## config.mk

```make
export PLATFORM = sky130hd
export DESIGN_NAME = tdm_slot_select
export DESIGN_NICKNAME = d
export VERILOG_FILES = /design/src/rtl/tdm_sel_pkg.sv /design/src/rtl/tdm_chan_counter.sv /design/src/rtl/tdm_sel_regs.sv /design/src/rtl/tdm_slot_decide.sv /design/src/rtl/tdm_slot_select.sv
export SDC_FILE = /design/constraint.sdc
export NUM_CORES = 1
export LEC_CHECK = 0
export BUFFER_PORTS_ARGS = -buffer_cell sky130_fd_sc_hd__buf_2
export CAP_MARGIN = 40
export CELL_PAD_IN_SITES_DETAIL_PLACEMENT = 2
export CELL_PAD_IN_SITES_GLOBAL_PLACEMENT = 2
export CORE_ASPECT_RATIO = 0.6
export CORE_MARGIN = 1.5
export CORE_UTILIZATION = 40
export DETAILED_ROUTE_END_ITERATION = 16
export PLACE_DENSITY_LB_ADDON = 0.3
export SYNTH_ARGS = -nofsm -noshare
export SYNTH_HDL_FRONTEND = slang
export SYNTH_SLANG_ARGS = --single-unit
```

## constraint.sdc

```tcl
create_clock -name clk -period 2.8 [get_ports clk]
set_input_delay 0.14 -clock clk [delete_from_list [all_inputs] [get_ports clk]]
set_output_delay 0.14 -clock clk [all_outputs]
set_load 0.01 [all_outputs]
```

## src/rtl/tdm_sel_pkg.sv

```systemverilog
package tdm_sel_pkg;

    localparam int CH_PER_BLK = 16;
    localparam int NUM_BLK    = 8;
    localparam int MAX_CH     = CH_PER_BLK * NUM_BLK;
    localparam int CNT_W      = $clog2(MAX_CH) + 1;
    localparam int BLK_W      = $clog2(NUM_BLK);
    localparam int BIT_W      = $clog2(CH_PER_BLK);
    localparam int SEL_W      = BLK_W - 1;
    localparam int REG_W      = 16;
    localparam int NUM_DIR    = 2;

    // control register bit positions
    localparam int CB_MC_ON  = 0;
    localparam int CB_BLK_LO = 1;
    localparam int CB_SELA   = 4;
    localparam int CB_SELB   = 6;
    localparam int CB_EXT    = 9;

    typedef struct packed {
        logic             ext_mode;
        logic [SEL_W-1:0] sel_b;
        logic [SEL_W-1:0] sel_a;
        logic             mc_on;
    } ctrl_t;

    typedef enum logic [1:0] {
        AK_CTRL = 2'd0,
        AK_ENA  = 2'd1,
        AK_NONE = 2'd2
    } addr_kind_e;

    typedef logic [NUM_BLK-1:0][REG_W-1:0] ena_bank_t;

    function automatic addr_kind_e addr_kind(input logic [3:0] lo);
        if (lo[3])
            return AK_ENA;
        else if (lo == 4'd0)
            return AK_CTRL;
        else
            return AK_NONE;
    endfunction

    function automatic ctrl_t unpack_ctrl(input logic [REG_W-1:0] w);
        ctrl_t c;
        c.mc_on    = w[CB_MC_ON];
        c.sel_a    = w[CB_SELA +: SEL_W];
        c.sel_b    = w[CB_SELB +: SEL_W];
        c.ext_mode = w[CB_EXT];
        return c;
    endfunction

    function automatic logic [REG_W-1:0] pack_ctrl(input ctrl_t c,
                                                   input logic [BLK_W-1:0] blk);
        logic [REG_W-1:0] w;
        w = '0;
        w[CB_MC_ON]           = c.mc_on;
        w[CB_BLK_LO +: BLK_W] = blk;
        w[CB_SELA +: SEL_W]   = c.sel_a;
        w[CB_SELB +: SEL_W]   = c.sel_b;
        w[CB_EXT]             = c.ext_mode;
        return w;
    endfunction

endpackage

```

## src/rtl/tdm_chan_counter.sv

```systemverilog
module tdm_chan_counter
    import tdm_sel_pkg::*;
(
    input  logic             clk,
    input  logic             rst,
    input  logic             fsync,
    input  logic             word_done,
    output logic [CNT_W-1:0] chan
);
    localparam logic [CNT_W-1:0] OVF = CNT_W'(MAX_CH);

    always_ff @(posedge clk) begin
        if (rst)
            chan <= '0;
        else if (fsync)
            chan <= '0;
        else if (word_done && chan != OVF)
            chan <= chan + 1'b1;
    end
endmodule

```

## src/rtl/tdm_sel_regs.sv

```systemverilog
module tdm_sel_regs
    import tdm_sel_pkg::*;
(
    input  logic             clk,
    input  logic             rst,
    input  logic             wr,
    input  logic [3:0]       waddr_lo,
    input  logic [REG_W-1:0] wdata,
    output ctrl_t            ctrl,
    output ena_bank_t        bank
);
    addr_kind_e kind;
    assign kind = addr_kind(waddr_lo);

    always_ff @(posedge clk) begin
        if (rst)
            ctrl <= '0;
        else if (wr && kind == AK_CTRL)
            ctrl <= unpack_ctrl(wdata);
    end

    for (genvar k = 0; k < NUM_BLK; k++) begin : g_ena
        always_ff @(posedge clk) begin
            if (rst)
                bank[k] <= '0;
            else if (wr && kind == AK_ENA && waddr_lo[BLK_W-1:0] == BLK_W'(k))
                bank[k] <= wdata;
        end
    end
endmodule

```

## src/rtl/tdm_slot_decide.sv

```systemverilog
module tdm_slot_decide
    import tdm_sel_pkg::*;
(
    input  ctrl_t            ctrl,
    input  logic [CNT_W-1:0] chan,
    input  ena_bank_t        bank,
    output logic             slot_en,
    output logic [BLK_W-1:0] cur_blk
);
    logic             beyond;
    logic [BLK_W-1:0] blk;
    logic [BIT_W-1:0] bit_i;
    logic             legacy_hit;

    assign beyond = chan[CNT_W-1];
    assign blk    = chan[BIT_W +: BLK_W];
    assign bit_i  = chan[BIT_W-1:0];

    always_comb begin
        if (!blk[0])
            legacy_hit = (blk[BLK_W-1:1] == ctrl.sel_a) && bank[0][bit_i];
        else
            legacy_hit = (blk[BLK_W-1:1] == ctrl.sel_b) && bank[1][bit_i];
    end

    always_comb begin
        if (!ctrl.mc_on)
            slot_en = 1'b1;
        else if (beyond)
            slot_en = 1'b0;
        else if (ctrl.ext_mode)
            slot_en = bank[blk][bit_i];
        else
            slot_en = legacy_hit;
    end

    assign cur_blk = beyond ? '1 : blk;
endmodule

```

## src/rtl/tdm_slot_select.sv

```systemverilog
module tdm_slot_select
    import tdm_sel_pkg::*;
(
    input  logic        clk,
    input  logic        rst,
    input  logic        cfg_we,
    input  logic [4:0]  cfg_waddr,
    input  logic [15:0] cfg_wdata,
    input  logic [4:0]  cfg_raddr,
    output logic [15:0] cfg_rdata,
    input  logic        tx_fsync,
    input  logic        tx_word_done,
    input  logic        rx_fsync,
    input  logic        rx_word_done,
    output logic        tx_slot_en,
    output logic        rx_slot_en
);
    logic [NUM_DIR-1:0]            fs_v;
    logic [NUM_DIR-1:0]            wd_v;
    logic [NUM_DIR-1:0]            en_v;
    logic [NUM_DIR-1:0][CNT_W-1:0] chan_cnt;
    logic [NUM_DIR-1:0][BLK_W-1:0] blk_v;
    logic [NUM_DIR-1:0]            mc_on;
    ctrl_t     ctrl_v [NUM_DIR];
    ena_bank_t bank_v [NUM_DIR];

    assign fs_v = {rx_fsync, tx_fsync};
    assign wd_v = {rx_word_done, tx_word_done};
    assign tx_slot_en = en_v[0];
    assign rx_slot_en = en_v[1];

    for (genvar d = 0; d < NUM_DIR; d++) begin : g_dir
        tdm_chan_counter u_cnt (
            .clk       (clk),
            .rst       (rst),
            .fsync     (fs_v[d]),
            .word_done (wd_v[d]),
            .chan      (chan_cnt[d])
        );

        tdm_sel_regs u_regs (
            .clk      (clk),
            .rst      (rst),
            .wr       (cfg_we && (cfg_waddr[4] == 1'(d))),
            .waddr_lo (cfg_waddr[3:0]),
            .wdata    (cfg_wdata),
            .ctrl     (ctrl_v[d]),
            .bank     (bank_v[d])
        );

        tdm_slot_decide u_dec (
            .ctrl    (ctrl_v[d]),
            .chan    (chan_cnt[d]),
            .bank    (bank_v[d]),
            .slot_en (en_v[d]),
            .cur_blk (blk_v[d])
        );

        assign mc_on[d] = ctrl_v[d].mc_on;
    end

    always_comb begin
        cfg_rdata = '0;
        unique case (addr_kind(cfg_raddr[3:0]))
            AK_CTRL: cfg_rdata = pack_ctrl(ctrl_v[cfg_raddr[4]], blk_v[cfg_raddr[4]]);
            AK_ENA:  cfg_rdata = bank_v[cfg_raddr[4]][cfg_raddr[BLK_W-1:0]];
            default: cfg_rdata = '0;
        endcase
    end
endmodule

```

# Word level (Yosys, flattened, before mapping)
# Cells that the tools add are included.
# word_totals
ff_bits,284
inputBits,33
out_inout_bits,18
elab_cells,128
# op_classes
add_sub_neg,2
magnitude_cmp,7
n_eq_ne,15
muxes,41
n_bitwise,2
reduce_logical,35
# ops
operator,n
$mux 128,3
$bmux 16 s3,3
$mux 16,3
$pmux 16 s2,1
$logic_and 1x1->1,28
$bmux 1 s4,6
$mux 6,3
$add 8x1->8 const B,2
$ne 8x8->1 const B,2
$mux 1,14
$eq 3x3->1 const B,4
$lt 3x4->1 const B,3
$mux 3,4
$lt 4x5->1 const B,2
$eq 2x2->1,4
$logic_not 4->1,2
$mux 2,4
$eq 3x2->1 const B,2
$eq 2x1->1 const B,2
$logic_not 2->1,2
$reduce_or 2->1,2
$eq 3x1->1 const B,1
$logic_not 3->1,1
$ge 2x2->1 const B,1
other kinds (3),3

# Logic depth before layout (Yosys ltp)
# Gate-level depths: netlist of run 1.
# logic_depth
ltp_word,7
mapped_depth,10
ltp_nobuf,7

# Cells and area by module
# A second synthesis of run 1 with hierarchy kept.
# hier_totals
hier_cells,1523
hier_area_um2,16716.0
# by_module_without_submodules
mod,instances,cells_each,area_each_um2,seq_area_each_um2
tdm_sel_regs,2,477,5287.6,2682.6
tdm_slot_decide,2,144,1492.7,0.0
tdm_slot_select,1,183,2322.2,0.0
tdm_chan_counter,2,49,416.6,160.2

# Worst setup path after synthesis of run 1
# Ideal clock, no wire load.
# synth_timing
path_kind,reg-to-output
startpoint,register g_dir[1].u_cnt.chan[0]
endpoint,output port rx_slot_en
t_arrival_ns,1.960
required_time_ns,2.660
path_slack_ns,0.700
stages_incl_launch_ff,8
n_path_buf,1
path_cell_list,dfxtp_1 > buf_2 > mux4_2 > mux4_2 > nand4_1 > nand2_1 > a31oi_1 > o21ai_1
# synth_between
elab_chain_len,7
word_cells_on_any_way,12
cone_classes,mux: 10; reduce/logical: 2
# synth_lines
item,line,text
start: declaration,tdm_chan_counter.sv:8,output logic [CNT_W-1:0] chan
start signal: assignment,tdm_chan_counter.sv:18,chan <= chan + 1'b1;
"$bmux 1 s4, on equally long branches","tdm_slot_decide.sv:21, tdm_slot_decide.sv:23",
"$mux 1, on equally long branches","tdm_slot_decide.sv:21, tdm_slot_decide.sv:23",
"$logic_and 1x1->1, on equally long branches","tdm_slot_decide.sv:21, tdm_slot_decide.sv:23",
$mux 1,tdm_slot_decide.sv:20,if (!blk[0])
$mux 1 (*),tdm_slot_decide.sv:31,else if (ctrl.ext_mode)
$mux 1 (*),tdm_slot_decide.sv:29,else if (beyond)
$mux 1 (*),tdm_slot_decide.sv:27,if (!ctrl.mc_on)
end: declaration,tdm_slot_select.sv:16,output logic rx_slot_en
# Every way passes the cells marked *; elsewhere a longest branch is shown, timed or not. The select of a mux whose other input is x is not followed.

# Worst setup path after layout of run 1
# Same ends and word-level chain as after synthesis.

==> flow_summary.ini, run 1 <==
[sta]
rsz0062_at_grt = true
hold_viol = 0
skew_ns = 0.00700
period_share_pct = 110
max_freq_mhz = 325
finalSetupViolCount = 2
postLayoutSetupSlackWorst_ns = -0.274
relSlewSlack_pct = 41.6
min_period_ns = 3.07
hold_ws_ns = 0.0169
tightest_slew_ns = 0.876
slew_violations = 0

[final_layout]
nFillCells = 4005
layout.nets = 1805
drive_gt1_share_pct = 22.2
area.growth.synth_to_final_pct = 17.4

[logic_synthesis]
synth-seq-area-share_pct = 37.3
syn_nets = 1752
async_reset_ff_share_pct = 0
syn_inst = 1715
synthesis.area_sq_um = 15200
ys_warn_count = 0
synth_seq_cells = 284
synth_edf_count = 0
avgSynthCellArea_sq_um = 8.88
synthFlopType = dfxtp_1
yosysUniqueCellTypes = 59

[clock_network]
root_buffer = clkbuf_16
cts-htree-levels = 1
clock_path_buffers = 3
cts_tree = done
cts_sinks = 284
cts.reportedPaths.clkPinSlew_ns = 0.06
insertion_delay_ns = 0.60
numCtsBuffers = 30

[global_routing]
grt_pass1_wl_um = 116000
grt_overflow = 0
grt_pass1_vias = 15800
grtUsageTotal_pct = 41.4
grt_max_degree = 74
antenna_found_initial = 10

[floorplan]
coreArea_sq_um = 37600
rows = 55
io_pins = 51
fp.dieW_um = 255
start_util_pct = 40.5
die_h_um = 154
die-area_sq_um = 39300

[setup_path]
worstPathArrival_ns = 2.93
path_max_fanout = 7
critPathSlowestCell = mux4_2
critPathLaunchType = register
cp_cell_sequence = buf_12, mux4_2, mux4_2, nand4_1, nand2_2, a31oi_4, o21ai_2, buf_2
cp_top_family = multiplexers
cp-end-kind = primary output
regToRegSetupSlack_ns = 0.78
crit_top_cell = mux4_2
max_stage_delay_ns = 0.57
worstPathRequired_ns = 2.66
critical_path_buf_inv_count = 2
timing_worst_setup_path_type = register to primary output

[power_and_ir_drop]
p_sw_w = 0.00233
swShare_pct = 25.7
total_power_w = 0.00903
power.leakage_nw = 5.82
power.density_nw_per_um2 = 505
ir_drop_uv = 384
p_int_w = 0.00671
clock_power_share_pct = 47.4
seqPwrFrac_pct = 45.4
combPwrFrac_pct = 7.2

[status]
violations = negative setup slack
status = complete, but fails checks

[placed_design]
hpwl_um = 54200
routabilityCongestion = 0.996
portBuffers = 50

[worst_hold_path]
hp-class = input pin to register

[routing]
wl_met1_um = 33100
vias = 15400
vias_per_cell = 6.69
wl_met2_um = 33700
wire_per_inst_um = 35.2
top_layer_used = met5
ant_nets = 0
dr_wl_met3_um = 11100
drt_iter0_markers = 1837
drt_pre_antenna_iters = 5
wirelength_um = 81300
drc = 0

[job]
maxCapViolations = 0
## worst register-to-register path, stage by stage (launching register included)
cell,delay (ns)
dfxtp_4,0.36
buf_4,0.13
bufbuf_16,0.26
inv_1,0.14
ha_1,0.17
nand2_1,0.06
o41ai_2,0.44
nor2_1,0.12
xnor2_1,0.17
nor2_1,0.06
## layout make-up
type,instances,area (sq um),area share (%)
multi-input cells,1266,8990,50.2
flip-flops and latches,284,5710,31.9
repair buffers,178,1490,8.31
clock buffers,50,967,5.41
well taps,513,642,3.59
clock inverters,6,60.1,0.336
inverters,8,33.8,0.189
diodes,3,7.51,0.0420
## placed cells by master, fill, tap and decap left out, drive strengths merged, types with 5 or more instances in the layout
| cell | n |
|---|---|
| xor2 | 12 |
| mux4 | 144 |
| nand2b | 6 |
| and2 | 10 |
| o21ai | 17 |
| a21oi | 259 |
| buf | 161 |
| dfxtp | 284 |
| nand2 | 557 |
| o22ai | 6 |
| mux2i | 64 |
| o221ai | 5 |
| clkbuf | 51 |
| nand4 | 13 |
| clkinv | 5 |
| nor2b | 12 |
| nand3 | 13 |
| mux2 | 6 |
| dlygate4sd3 | 14 |
| a22oi | 6 |
| inv | 5 |
| nor2 | 58 |
| nor3 | 11 |
| xnor2 | 10 |
| nor4 | 7 |
## path summary, 6_finish.rpt
kind,startpoint,end,depth (start not counted)
setup / recovery,g_dir[1].u_cnt.chan[0],rx_slot_en,8
setup reg to reg,g_dir[1].u_cnt.chan[0],g_dir[1].u_cnt.chan[2],9
hold reg to reg,g_dir[1].u_regs.bank[119],g_dir[1].u_regs.bank[119],2
hold / removal,cfg_wdata[5],g_dir[1].u_regs.bank[101],3
## per-layer routing
layer,up-vias,track usage (%)
met2,1092,58.8
met4,8,15.6
met3,247,14.3
met1,7943,57.8
met5,-,0
li1,6145,-
## power groups by stage
stage / combinational, W / clock, W / sequential, W
after global routing: 0.000665 / 0.00447 / 0.00410
after floorplan: 0.000347 / 0 / 0.00418
after CTS: 0.000617 / 0.00428 / 0.00410
final: 0.000646 / 0.00428 / 0.00410
after global placement: 0.000555 / 0 / 0.00419
after detailed placement: 0.000576 / 0 / 0.00420
## cells by family after synthesis
family / Yosys count / share of synthesized area [%]
adder cells (fa/ha/maj): 4 / 0.329
AO/OA/AOI/OAI: 323 / 11.7
flip-flops: 284 / 37.3
buffers and inverters: 165 / 4.67
AND/OR/NAND/NOR: 703 / 18.7
multiplexers: 214 / 26.1
XOR/XNOR: 22 / 1.26
## state kept, by name, summed over array words and instances, names as in the netlist
name and flops:
g_dir.u_regs.bank 256, g_dir.u_cnt.chan 16, g_dir.u_regs.ctrl 12
## cells in the mapped netlist (all sizes together) (2+ instances only)
| master | n | area share [%] |
|---|---|---|
| a22oi | 6 | 0.33 |
| a2111oi | 4 | 0.23 |
| buf | 47 | 1.8 |
| nor3 | 11 | 0.36 |
| and2 | 10 | 0.41 |
| nand2 | 557 | 14 |
| o31ai | 3 | 0.15 |
| nand2b | 6 | 0.25 |
| o221ai | 5 | 0.29 |
| nand4 | 13 | 0.53 |
| or2 | 4 | 0.16 |
| o21ai | 17 | 0.56 |
| mux4 | 144 | 21 |
| o2111ai | 3 | 0.17 |
| o211ai | 4 | 0.20 |
| a21oi | 259 | 8.5 |
| nor2 | 58 | 1.4 |
| xor2 | 12 | 0.69 |
| mux2 | 6 | 0.44 |
| clkinv | 3 | 0.074 |
| nor2b | 12 | 0.49 |
| or4b | 2 | 0.13 |
| nand3 | 13 | 0.43 |
| and3 | 4 | 0.16 |
| o41ai | 2 | 0.21 |
| inv | 5 | 0.12 |
| a31oi | 3 | 0.12 |
| mux2i | 64 | 4.2 |
| xnor2 | 10 | 0.57 |
| clkbuf | 110 | 2.7 |
| nor4 | 7 | 0.29 |
| a221oi | 2 | 0.12 |
| dfxtp | 284 | 37 |
| o22ai | 6 | 0.25 |
| ha | 4 | 0.33 |
## what timing repair did
item,CTS,global route
pin swaps,4,1
endpoints found under the setup margin,2,2
hold endpoints to repair,134,0
hold buffers,14,0
setup buffers,11,5
gates cloned,3,0
gates resized for setup,37,8
## metrics by stage
stage / std cells / utilization [%] / TNS (ns) / worst slack [ns] / instance area (sq um)
after detailed placement: 2216 / 43.4 / -0.0197 / -0.0197 / 16300
after CTS: 2300 / 47.4 / -0.313 / -0.210 / 17800
after global placement: 2216 / 43.4 / -0.0594 / -0.0594 / 16300
after global routing: 2307 / 47.6 / -0.557 / -0.289 / 17900
final: 2308 / 47.6 / -0.439 / -0.274 / 17900
after floorplan: 1715 / - / 0 / 0.700 / 15200
No activity file was read; power rests on OpenSTA's default activity.
==> inputs of run 2 (changes only) <==
GPL_TIMING_DRIVEN = 0   (was unset)
PLACE_DENSITY = 0.8   (was unset)
PLACE_DENSITY_LB_ADDON = unset   (was 0.3)
==> run 2 against run 1 <==
The run still ends with negative setup slack left. Largest power group unchanged. Die area stayed put. Routed wire length up 1.9%. Clock-buffer cell count shrank 14. First-iteration DRC count up 11%. Largest cell class unchanged. Highest routed layer unchanged. Combinational power grew 9.6%.
==> flow_summary.ini, run 2 (synthesized netlist as in run 1, its figures left out) <==
[worst_hold_path]
worst_hold_startpoint = cfg_wdata[10]
hold_end = g_dir[0].u_regs.bank[90]
whs_path_depth = 3
hp-class = input pin to register

[clock_network]
cts.reportedPaths.clkPinSlew_ns = 0.07
numCtsBuffers = 30
cts-htree-levels = 1
insertion_delay_ns = 0.60
cts_sinks = 284
cts_tree = done
clock_path_buffers = 3
root_buffer = clkbuf_16

[setup_path]
ff2ff_path_depth = 9
max_stage_delay_ns = 0.39
r2r-end = g_dir[0].u_cnt.chan[7]
regToRegSetupSlack_ns = 0.67
worstPathRequired_ns = 2.66
cp-end-kind = primary output
critPathLaunchType = register
cp_cell_sequence = buf_8, buf_12, buf_12, mux2i_1, a221oi_2, o21ai_2, o2111ai_1, nand4_1, o21ai_2, buf_2
r2r_start = g_dir[0].u_cnt.chan[4]
critPathSlowestCell = a221oi_2
timing_worst_setup_path_type = register to primary output
worstPathArrival_ns = 2.89
path_max_fanout = 10

[sta]
skew_ns = 0.00793
min_period_ns = 3.03
postLayoutSetupSlackWorst_ns = -0.232
hold_viol = 0
hold_ws_ns = 0.00130
rsz0062_at_grt = true
max_freq_mhz = 330
tightest_slew_ns = 0.982
finalSetupViolCount = 2
relSlewSlack_pct = 34.6
period_share_pct = 108
slew_violations = 0

[routing]
vias = 15700
vias_per_cell = 6.65
drt_pre_antenna_iters = 6
ant_nets = 0
drc = 0
drt_iter0_markers = 2034
wirelength_um = 82900
wire_per_inst_um = 35.1

[power_and_ir_drop]
power.leakage_nw = 5.78
total_power_w = 0.00924
ir_drop_uv = 430
power.density_nw_per_um2 = 508

[placed_design]
portBuffers = 30
hpwl_um = 61500
pre_cts_ws_ns = -0.271
dp.cells = 2269
routabilityCongestion = 0.987

[floorplan]
die_h_um = 154
fp.dieW_um = 255
coreArea_sq_um = 37600
die-area_sq_um = 39300
io_pins = 51
start_util_pct = 40.5
rows = 55

[global_routing]
grt_max_degree = 15
grt_pass1_wl_um = 117000
grt_pass1_vias = 16100
antenna_found_initial = 3
grt_overflow = 0
grtUsageTotal_pct = 42.0

[final_layout]
mostFrequentLayoutCells = 556 x nand2_1, 277 x dfxtp_1, 259 x a21oi_1
reg.largest.list = g_dir.u_regs.bank (256), g_dir.u_cnt.chan (16), g_dir.u_regs.ctrl (12)
area.growth.synth_to_final_pct = 19.4
largest_reg_flops = 256
mostFrequentLayoutCell = nand2_1
final_cells = 2362
layout.nets = 1861
nFillCells = 4063
largest-register = g_dir.u_regs.bank
utilization_pct = 48.4
drive_gt1_share_pct = 20.0

[status]
status = complete, but fails checks
violations = negative setup slack

[job]
maxCapViolations = 0
==> run 2: report_power, final <==
group | internal [W] | switching (W) | total [W]
logic | 0.000205 | 0.000503 | 0.000708
registers | 0.00407 | 0.0000388 | 0.00410
clock network | 0.00248 | 0.00195 | 0.00443
==> run 2: worst max path at each step <==
stage,start,endpoint
floorplan,g_dir[1].u_cnt.chan[0],rx_slot_en
global placement,g_dir[1].u_cnt.chan[4],rx_slot_en
detailed placement,g_dir[1].u_cnt.chan[4],rx_slot_en
CTS,g_dir[0].u_cnt.chan[0],tx_slot_en
global route,g_dir[1].u_cnt.chan[5],rx_slot_en
finish,g_dir[1].u_cnt.chan[5],rx_slot_en
==> run 2: critical path: cells and delay by family, from the launching register on <==
| family | cells | cell delay [ns] |
|---|---|---|
| AO/OA/AOI/OAI | 4 | 0.85 |
| buffers and inverters | 4 | 0.72 |
| flip-flops | 1 | 0.35 |
| AND/OR/NAND/NOR | 1 | 0.15 |
| multiplexers | 1 | 0.19 |
==> run 2: area by class of cell <==
type	instances	area, sq um	share of cell area [%]
clock inverter	20	226	1.24
tap	513	642	3.53
buffer	155	922	5.07
clock buffer	36	825	4.53
inverter	8	31.3	0.172
antenna	1	2.50	0.0138
sequential	284	5700	31.3
multi-input combinational	1266	9130	50.2
timing repair buffer	79	717	3.94
==> run 2: layer usage <==
metal	share of wire, %	vias up	global-route usage [%]	wire length (um)
li1	-	6260	-	-
met1	41	8118	59.9	34400
met2	42	1091	60.3	34700
met3	12	224	11.9	10200
met4	4.4	6	15.4	3620
met5	0.033	-	0	27
==> run 2: repair_timing <==
action | 4_1_cts | 5_1_grt
endpoints found under the setup margin | 17 | 12
cloned | 2 | 0
hold buffers | 8 | 0
pin swaps | 3 | 10
setup buffers | 11 | 12
hold endpoints to repair | 33 | 0
resized for setup | 105 | 43
==> run 2: metrics by stage <==
step                area, sq um  TNS, ns
floorplan                 15200        0
global placement          16000   -0.853
finish                    18200   -0.430
detailed placement        16100    -1.15
CTS                       17800   -0.346
global route              18200   -0.475
==> inputs of run 3 (changes only) <==
CORE_MARGIN = 2   (was 1.5)
SLEW_MARGIN = 0   (was unset)
==> run 3 against run 2 <==
The flow still finishes with violations (negative setup slack). Sequential share of layout area is 0.13 points higher. Critical path depth is 3 lower. Largest power group unchanged. Via count is 0.75% higher. Critical endpoint is now tx_slot_en. Routed wire length hardly changed. Worst setup slack worse by 0.025 ns. Power is 0.95% lower. Clock skew is 0.0028 ns higher. Sequential power hardly changed. Hold slack better by 0.0012 ns. Global-route usage is 0.84 points lower. Clock power is 2% lower. Core utilization is 0.30 points lower.
==> flow_summary.ini, run 3 (synthesized netlist as in run 1, its figures left out) <==
[status]
status = complete, but fails checks
violations = negative setup slack

[power_and_ir_drop]
ir_drop_uv = 396
combPwrFrac_pct = 7.7
clock_power_share_pct = 47.4
p_sw_w = 0.00240
power.leakage_nw = 5.78
p_int_w = 0.00676
seqPwrFrac_pct = 44.8
swShare_pct = 26.2
power.density_nw_per_um2 = 505

[floorplan]
coreArea_sq_um = 37600
die_h_um = 155
io_pins = 51
die-area_sq_um = 39700
start_util_pct = 40.5
fp.dieW_um = 256
rows = 55

[job]
maxCapViolations = 0

[setup_path]
r2r-end = g_dir[1].u_cnt.chan[2]
regToRegSetupSlack_ns = 0.60
ff2ff_path_depth = 6
cp-end-kind = primary output
worstPathRequired_ns = 2.66
critPathLaunchType = register
path_max_fanout = 10
r2r_start = g_dir[1].u_cnt.chan[7]
timing_worst_setup_path_type = register to primary output
worstPathArrival_ns = 2.92

[global_routing]
grt_pass1_wl_um = 117000
grt_max_degree = 15
grt_overflow = 0
antenna_found_initial = 2
grtUsageTotal_pct = 41.2
grt_pass1_vias = 16200

[final_layout]
largest_reg_flops = 256
mostFrequentLayoutCell = nand2_1
reg.largest.list = g_dir.u_regs.bank (256), g_dir.u_cnt.chan (16), g_dir.u_regs.ctrl (12)
area.growth.synth_to_final_pct = 18.9
largest-register = g_dir.u_regs.bank
layout.nets = 1868
drive_gt1_share_pct = 19.6
mostFrequentLayoutCells = 555 x nand2_1, 278 x dfxtp_1, 259 x a21oi_1

[routing]
vias = 15800
ant_nets = 0
wire_per_inst_um = 35.1
vias_per_cell = 6.69
wirelength_um = 83000
drt_iter0_markers = 2227
drt_pre_antenna_iters = 5
drc = 0

[sta]
finalSetupViolCount = 4
setup_tns_ns = -0.532
relSlewSlack_pct = 32.9
hold_viol = 0
postLayoutSetupSlackWorst_ns = -0.256
min_period_ns = 3.06
max_freq_mhz = 327
skew_ns = 0.0107
tightest_slew_ns = 1.01
slew_violations = 0
rsz0062_at_grt = true
period_share_pct = 109

[placed_design]
hpwl_um = 61500
routabilityCongestion = 1.02
portBuffers = 30
pre_cts_ws_ns = -0.325

[clock_network]
cts.reportedPaths.clkPinSlew_ns = 0.07
root_buffer = clkbuf_16
cts_tree = done
cts-htree-levels = 1
clock_path_buffers = 3
numCtsBuffers = 29
cts_sinks = 284
insertion_delay_ns = 0.59

[worst_hold_path]
worst_hold_startpoint = cfg_wdata[7]
whs_path_depth = 3
hold_end = g_dir[1].u_regs.bank[23]
hp-class = input pin to register
==> run 3: changes by cell type in the layout (fill, tap and decap cells not counted), sizes merged, moves of 2 or more <==
cell	change
buf	+8
diode	+2
clkbuf	+5
clkinv	-4
clkinvlp	-6
==> run 3: how the worst max path moves through the flow <==
stage / from / end / slack [ns] / cells after the start
finish: g_dir[0].u_cnt.chan[6] / tx_slot_en / -0.26 / 7
global route: g_dir[0].u_cnt.chan[6] / tx_slot_en / -0.27 / 7
CTS: g_dir[1].u_cnt.chan[0] / rx_slot_en / -0.21 / 8
detailed placement: g_dir[1].u_cnt.chan[4] / rx_slot_en / -0.32 / 9
global placement: g_dir[1].u_cnt.chan[4] / rx_slot_en / -0.27 / 9
floorplan: g_dir[1].u_cnt.chan[0] / rx_slot_en / 0.70 / 7
==> run 3: final cells by class <==
| cell class | instances | area, sq um |
|---|---|---|
| clock inverter | 10 | 179 |
| buffer | 156 | 936 |
| multi-input combinational | 1266 | 9100 |
| fill | 4043 | 19500 |
| clock buffer | 40 | 817 |
| sequential | 284 | 5700 |
| inverter | 8 | 31.3 |
| antenna | 3 | 7.51 |
| timing repair buffer | 86 | 701 |
| tap | 513 | 642 |
==> run 3: metal layers <==
layer | wire length, um | GRT usage (%) | vias to the layer above | share of wire [%]
met1 | 34500 | 57.8 | 8264 | 42
met5 | 0 | 0 | - | 0
met3 | 9840 | 10.5 | 205 | 12
met2 | 34800 | 60.8 | 1080 | 42
li1 | - | - | 6268 | -
met4 | 3770 | 16.6 | 0 | 4.5
==> run 3: timing repair <==
| action | CTS | global route |
|---|---|---|
| hold buffers | 7 | 0 |
| setup endpoints to repair | 10 | 8 |
| resized for setup | 104 | 33 |
| cloned | 2 | 0 |
| pin swaps | 4 | 7 |
| hold endpoints to repair | 31 | 0 |
| buffers inserted | 16 | 15 |
==> run 3: per-stage QoR <==
| stage | utilization (%) | area [sq um] | instances | hold slack [ns] | total power (W) |
|---|---|---|---|---|---|
| after global routing | 48.1 | 18100 | 2363 | 0.0252 | 0.00932 |
| after global placement | 42.6 | 16000 | 2258 | 0.455 | 0.00478 |
| after detailed placement | 43.0 | 16200 | 2272 | 0.467 | 0.00482 |
| after floorplan | - | 15200 | 1715 | 0.360 | 0.00452 |
| final | 48.1 | 18100 | 2366 | 0.00251 | 0.00916 |
| after CTS | 47.4 | 17800 | 2346 | 0.00750 | 0.00908 |
==> run 3: worst max-delay path: stages, from the launching register on <==
cell,delay (ns)
dfxtp_1,0.58
clkbuf_4,0.44
buf_4,0.35
o21ai_0,0.17
a32oi_1,0.29
nand4_1,0.18
o21ai_1,0.15
buf_2,0.14
==> run 3: power groups by stage <==
stage          Clock [W]  Sequential, W  Combinational, W
2_1_floorplan          0        0.00418          0.000347
3_3_place_gp           0        0.00419          0.000587
3_5_place_dp           0        0.00419          0.000625
4_1_cts          0.00431        0.00410          0.000671
5_1_grt          0.00450        0.00410          0.000723
6_report         0.00434        0.00411          0.000707
